**src/rtl/evs_pkg.sv**
```systemverilog
package evs_pkg;
  localparam int unsigned NUM_WAYS = 2;

  typedef enum logic {
    WAY_0 = 1'b0,
    WAY_1 = 1'b1
  } way_e;
endpackage

```
**src/rtl/evs_line_store.sv**
```systemverilog
module evs_line_store #(
  parameter int unsigned NUM_SETS = 64,
  parameter int unsigned EPOCH_W  = 2,
  localparam int unsigned SET_W   = $clog2(NUM_SETS)
) (
  input  logic                                clk_i,
  input  logic                                rst_ni,
  input  logic                                fill_i,
  input  logic [SET_W-1:0]                    fill_set_i,
  input  logic                                fill_way_i,
  input  logic [EPOCH_W-1:0]                  fill_epoch_i,
  input  logic [SET_W-1:0]                    rd_set_i,
  output logic [1:0]                          rd_valid_o,
  output logic [1:0][EPOCH_W-1:0]             rd_epoch_o,
  output logic [NUM_SETS-1:0][1:0]            valid_all_o
);
  for (genvar w = 0; w < evs_pkg::NUM_WAYS; w++) begin : g_way
    logic [NUM_SETS-1:0]              valid_q;
    logic [NUM_SETS-1:0][EPOCH_W-1:0] epoch_q;
    logic                             wr_en;

    assign wr_en = fill_i && (fill_way_i == w[0]);

    always_ff @(posedge clk_i or negedge rst_ni) begin
      if (!rst_ni) begin
        valid_q <= '0;
      end else if (wr_en) begin
        valid_q[fill_set_i] <= 1'b1;
      end
    end

    // tags need no reset: they are qualified by valid
    always_ff @(posedge clk_i) begin
      if (wr_en) epoch_q[fill_set_i] <= fill_epoch_i;
    end

    assign rd_valid_o[w] = valid_q[rd_set_i];
    assign rd_epoch_o[w] = epoch_q[rd_set_i];

    for (genvar s = 0; s < NUM_SETS; s++) begin : g_set
      assign valid_all_o[s][w] = valid_q[s];
    end
  end
endmodule

```
**src/rtl/evs_lru_store.sv**
```systemverilog
module evs_lru_store #(
  parameter int unsigned NUM_SETS = 64,
  localparam int unsigned SET_W   = $clog2(NUM_SETS)
) (
  input  logic                clk_i,
  input  logic                rst_ni,
  input  logic                hit_i,
  input  logic [SET_W-1:0]    hit_set_i,
  input  logic                hit_way_i,
  input  logic                fill_i,
  input  logic [SET_W-1:0]    fill_set_i,
  input  logic                fill_way_i,
  input  logic [SET_W-1:0]    rd_set_i,
  output logic                rd_mru_o,
  output logic [NUM_SETS-1:0] mru_all_o
);
  logic [NUM_SETS-1:0] mru_q;
  logic [NUM_SETS-1:0] mru_d;

  // fill is applied after hit so it wins on a shared set
  always_comb begin
    mru_d = mru_q;
    if (hit_i)  mru_d[hit_set_i]  = hit_way_i;
    if (fill_i) mru_d[fill_set_i] = fill_way_i;
  end

  always_ff @(posedge clk_i or negedge rst_ni) begin
    if (!rst_ni) mru_q <= '0;
    else         mru_q <= mru_d;
  end

  assign rd_mru_o  = mru_q[rd_set_i];
  assign mru_all_o = mru_q;
endmodule

```
**src/rtl/evs_pick.sv**
```systemverilog
module evs_pick #(
  parameter int unsigned EPOCH_W = 2
) (
  input  logic [1:0]              valid_i,
  input  logic [1:0][EPOCH_W-1:0] epoch_i,
  input  logic                    mru_i,
  output logic                    victim_o
);
  logic epoch_tie;
  logic way1_older;

  assign epoch_tie  = (epoch_i[0] == epoch_i[1]);
  assign way1_older = (epoch_i[1] < epoch_i[0]);

  always_comb begin
    if (!valid_i[0])     victim_o = evs_pkg::WAY_0;
    else if (!valid_i[1]) victim_o = evs_pkg::WAY_1;
    else if (!epoch_tie)  victim_o = way1_older;
    else                  victim_o = ~mru_i;
  end
endmodule

```
**src/rtl/epoch_victim_sel.sv**
```systemverilog
module epoch_victim_sel #(
  parameter int unsigned NUM_SETS = 64,
  parameter int unsigned EPOCH_W  = 2,
  localparam int unsigned SET_W   = $clog2(NUM_SETS)
) (
  input  logic               clk_i,
  input  logic               rst_ni,
  input  logic [SET_W-1:0]   lookup_set_i,
  output logic               victim_way_o,
  input  logic               hit_i,
  input  logic [SET_W-1:0]   hit_set_i,
  input  logic               hit_way_i,
  input  logic               fill_i,
  input  logic [SET_W-1:0]   fill_set_i,
  input  logic               fill_way_i,
  input  logic [EPOCH_W-1:0] fill_epoch_i
);
  logic [1:0]              rd_valid;
  logic [1:0][EPOCH_W-1:0] rd_epoch;
  logic                    rd_mru;
  logic [NUM_SETS-1:0][1:0] valid_all;
  logic [NUM_SETS-1:0]     mru_all;

  evs_line_store #(.NUM_SETS(NUM_SETS), .EPOCH_W(EPOCH_W)) u_lines (
    .clk_i        (clk_i),
    .rst_ni       (rst_ni),
    .fill_i       (fill_i),
    .fill_set_i   (fill_set_i),
    .fill_way_i   (fill_way_i),
    .fill_epoch_i (fill_epoch_i),
    .rd_set_i     (lookup_set_i),
    .rd_valid_o   (rd_valid),
    .rd_epoch_o   (rd_epoch),
    .valid_all_o  (valid_all)
  );

  evs_lru_store #(.NUM_SETS(NUM_SETS)) u_lru (
    .clk_i      (clk_i),
    .rst_ni     (rst_ni),
    .hit_i      (hit_i),
    .hit_set_i  (hit_set_i),
    .hit_way_i  (hit_way_i),
    .fill_i     (fill_i),
    .fill_set_i (fill_set_i),
    .fill_way_i (fill_way_i),
    .rd_set_i   (lookup_set_i),
    .rd_mru_o   (rd_mru),
    .mru_all_o  (mru_all)
  );

  evs_pick #(.EPOCH_W(EPOCH_W)) u_pick (
    .valid_i  (rd_valid),
    .epoch_i  (rd_epoch),
    .mru_i    (rd_mru),
    .victim_o (victim_way_o)
  );
endmodule

```
**config.mk**
```make
export PLATFORM = sky130hd
export DESIGN_NAME = epoch_victim_sel
export DESIGN_NICKNAME = d
export VERILOG_FILES = /design/src/rtl/evs_pkg.sv /design/src/rtl/evs_line_store.sv /design/src/rtl/evs_lru_store.sv /design/src/rtl/evs_pick.sv /design/src/rtl/epoch_victim_sel.sv
export SDC_FILE = /design/constraint.sdc
export NUM_CORES = 1
export LEC_CHECK = 0
export BUFFER_PORTS_ARGS = -buffer_cell sky130_fd_sc_hd__clkbuf_2
export CAP_MARGIN = 40
export CORE_AREA = 10 10 268 270
export DETAILED_ROUTE_END_ITERATION = 10
export DIE_AREA = 0 0 278 280
export GPL_TIMING_DRIVEN = 0
export PLACE_DENSITY = 0.49
export RECOVER_POWER = 50
export SLEW_MARGIN = 10
export SYNTH_ARGS = -nofsm -noshare
export SYNTH_HDL_FRONTEND = slang
export SYNTH_SLANG_ARGS = --single-unit
```
**constraint.sdc**
```tcl
create_clock -name clk_i -period 3.1 [get_ports clk_i]
set_input_delay 0.155 -clock clk_i [delete_from_list [all_inputs] [get_ports clk_i]]
set_output_delay 0.155 -clock clk_i [all_outputs]
set_load 0.02 [all_outputs]
```
==> flow_summary_export.csv <==
group,metric,value,unit
worst_setup_path,cp_cell_sequence,"mux4_2 > mux4_2 > mux2i_1 > a21oi_2 > ha_1 > nand2b_1 > a21oi_2 > a31oi_1 > o211ai_1 > nor2_1 > o41ai_4 > clkbuf_8",
run_status,violations,"capacitance limit, slew limit, setup timing",
pwr,power_density,635,nW/um^2
placement,portBuffers,18,
worst_setup_path,critPathCaptureType,"output port",
job,drv_cap,2,
synth,synth.area.top_cells,"edfxtp_1 39%, dfrtp_1 24%, mux4_2 14%",
placement,routabilityCongestion,0.935,
global_routing,grt_max_degree,91,
worst_setup_path,critPathArrivalTime,4.03,ns
clocking,cts_buffer_depth,3,
finish,final-instance-count-excl-fill,2352,
pwr,p_leak,8.87,nW
sta,slew_headroom,-47.7,%
synth,synth_top_cell_area_share,39.0,%
worst_setup_path,crit_fanout,2,
synth,synth_cell_type_count,45,
pwr,finalPower,14.4,mW
run_status,status,"finished, violations left",
route,route.vias.total,12281,
sta,post-route-period-util,135,%
placement,hpwlAfterDp,43900,microns
finish,area_delta_synth_final,15.5,%
global_routing,grt_pass1_wl,92000,microns
global_routing,grt.total_usage,16.1,%
finish,layout_commonest_cell,"edfxtp_1",
synth,async_reset_ff_share,42.9,%
floorplanning,core-area,66600,sq um
clocking,clk_pin_slew_worst_paths,0.06,ns
sta,skew,0,ns
clocking,cts_tree,"done",
sta,post-route-min-period,4.19,ns
synth,synth.largest_area_cell,"edfxtp_1",
clocking,insertion_delay,0.58,ns
finish,drive_above_1_share,26.9,%
route,wl_met3,3400,microns
route,ant_nets,0,
synth,synth-seq-area-share,63.4,%
sta,max_freq,0.239,GHz
finish,fin_util,34.2,%
finish,fill_cells,6468,
floorplanning,fp.dieW,278,microns
clocking,htreeDepth,2,
route,first_pass_iters,6,
pwr,vdd_drop_max,0.472,mV
synth,ys.flop_type,"edfxtp_1",
sta,worst_pin_slew,2.22,ns
synth,synth_seq_cells,448,
sta,rsz0062_at_grt,"yes",
finish,finalInstanceArea,22700,sq um
route,viasPerCell,5.22,
worst_setup_path,cp_slowest_cell,"mux4_2",
synth,yosysWarnings,0,
route,wl,62900,microns
synth,synth-edff-count,256,
placement,dp.cells,2258,
sta,layout_setup_ws,-1.09,ns
global_routing,globalRouteOverflowTotal,0,
route,maxUsedRoutingLayer,"met4",
worst_setup_path,critPathBufInv,1,
sta,tns,-1.09,ns
worst_setup_path,cpLargestDelayFamily,"multiplexers",
clocking,cts_buffers,49,
route,dr_wl_met2,29600,microns
worst_setup_path,worstSetupStartpointType,"register",
sta,maxSlewViolCount,103,
synth,synth_cells,1347,
worst_setup_path,cpPeakStageDelay,0.54,ns
route,drt_iter0_markers,1237,
hold_path,hp-class,"in2reg",
finish,mostFrequentLayoutCells,"256 x edfxtp_1, 192 x dfrtp_1, 129 x or2_2",
sta,finalSetupViolCount,1,
finish,fin_nets,1465,
sta,final_hold_viol_count,0,
floorplanning,dieHeight,280,microns
worst_setup_path,critPathKind,"reg2out",
global_routing,grt_pass1_vias,12658,
placement,place_area,21200,sq um
floorplanning,rows,95,
route,met1Wirelength,28600,microns
clocking,cts_sinks,448,
synth,synth_area_per_cell,14.6,sq um
synth,synth_fp_nets,1375,
worst_setup_path,worstPathRequired,2.94,ns
floorplanning,initial_core_util,29.6,%
clocking,post_cts_buffers,0,
global_routing,antenna_found_initial,0,
synth,syn-cell-area,19700,sq um
route,drc,0,
clocking,cts-root-buf,"clkbuf_16",
worst_setup_path,r2r_slack,2.29,ns
floorplanning,dieArea,77800,sq um
floorplanning,io_pins,27,
route,avgRoutedWirePerCell,26.7,microns
-- flip-flops by register name (all words and copies together), names as in the netlist --
signal,count
u_lru.mru_all_o,64
u_lines.g_way.epoch_q,256
u_lines.g_way.valid_q,128
-- routing by layer --
metal | vias up | global-route usage (%)
li1 | 5237 | -
met3 | 89 | 2.26
met5 | - | 0
met1 | 6562 | 22.4
met2 | 393 | 26.1
met4 | 0 | 3.84
-- cells by family after synthesis --
kind of cell	after synthesis	share of synthesized area, %
compound gates	106	3.11
simple gates	498	13.1
mux	203	17.9
flops	448	63.4
buf+inv	90	2.30
fa+ha+maj	2	0.127
-- cell type report --
class,count,area (sq um),area share (%)
antenna,1,2.50,0.0110
buffer,89,480,2.11
clock buffer,76,1400,6.15
clock inverter,16,175,0.770
inverter,1,3.75,0.0165
multi-input combinational,809,6800,29.9
sequential,448,12500,54.9
tap,873,1090,4.80
timing repair buffer,39,304,1.34
-- Yosys cell counts, types with 3 or more instances --
| cell type | number |
|---|---|
| o22ai_1 | 3 |
| and3_1 | 67 |
| and2_1 | 3 |
| o21ai_0 | 11 |
| a31oi_1 | 14 |
| buf_2 | 17 |
| nor2b_1 | 9 |
| nand2b_1 | 8 |
| nor3_1 | 5 |
| nand4_1 | 11 |
| nand4b_1 | 3 |
| mux4_2 | 119 |
| a22oi_1 | 4 |
| buf_6 | 6 |
| edfxtp_1 | 256 |
| or2_2 | 129 |
| buf_1 | 3 |
| nand3b_1 | 3 |
| nor4_1 | 5 |
| nor2_1 | 109 |
| buf_4 | 7 |
| nand3_1 | 21 |
| dfrtp_1 | 192 |
| mux2_2 | 9 |
| a211oi_1 | 4 |
| nor3b_1 | 6 |
| clkbuf_1 | 54 |
| and3b_1 | 6 |
| nand2_1 | 108 |
| a21oi_1 | 58 |
| mux2i_1 | 75 |
-- where the power goes --
group | leakage, nW | switching [mW] | internal (mW) | total [mW]
registers | 4.78 | 0.237 | 6.77 | 7.01
logic | 3.32 | 0.888 | 0.752 | 1.64
clock network | 0.765 | 2.43 | 3.36 | 5.79
-- worst paths after layout --
path	from	to	cells after the start
max reg2reg	u_lines.g_way[1].valid_q[21]	u_lines.g_way[1].valid_q[21]	1
max	u_lines.g_way[0].epoch_q[126]	victim_way_o	12
min in group asynchronous	rst_ni	u_lines.g_way[1].valid_q[0]	2
min	hit_set_i[2]	u_lru.mru_all_o[62]	5
min reg2reg	u_lines.g_way[0].valid_q[35]	u_lines.g_way[0].valid_q[35]	1
max in group asynchronous	rst_ni	u_lines.g_way[0].valid_q[56]	4
-- per-stage QoR --
step / setup WS [ns] / hold WS (ns)
after floorplan: 0.000805 / -0.141
after global placement: -2.31 / 0.445
after detailed placement: -1.52 / 0.153
after CTS: -1.17 / 0.0579
after global routing: -1.25 / 0.0964
final: -1.09 / 0.0806
-- timing repair --
action / CTS / global route
hold endpoints to repair: 102 / 0
gates resized for setup: 9 / 0
endpoints found under the setup margin: 1 / 1
hold buffers: 1 / 0
cloned: 0 / 0
pin swaps: 0 / 1
(Power assumes the default switching activity.)
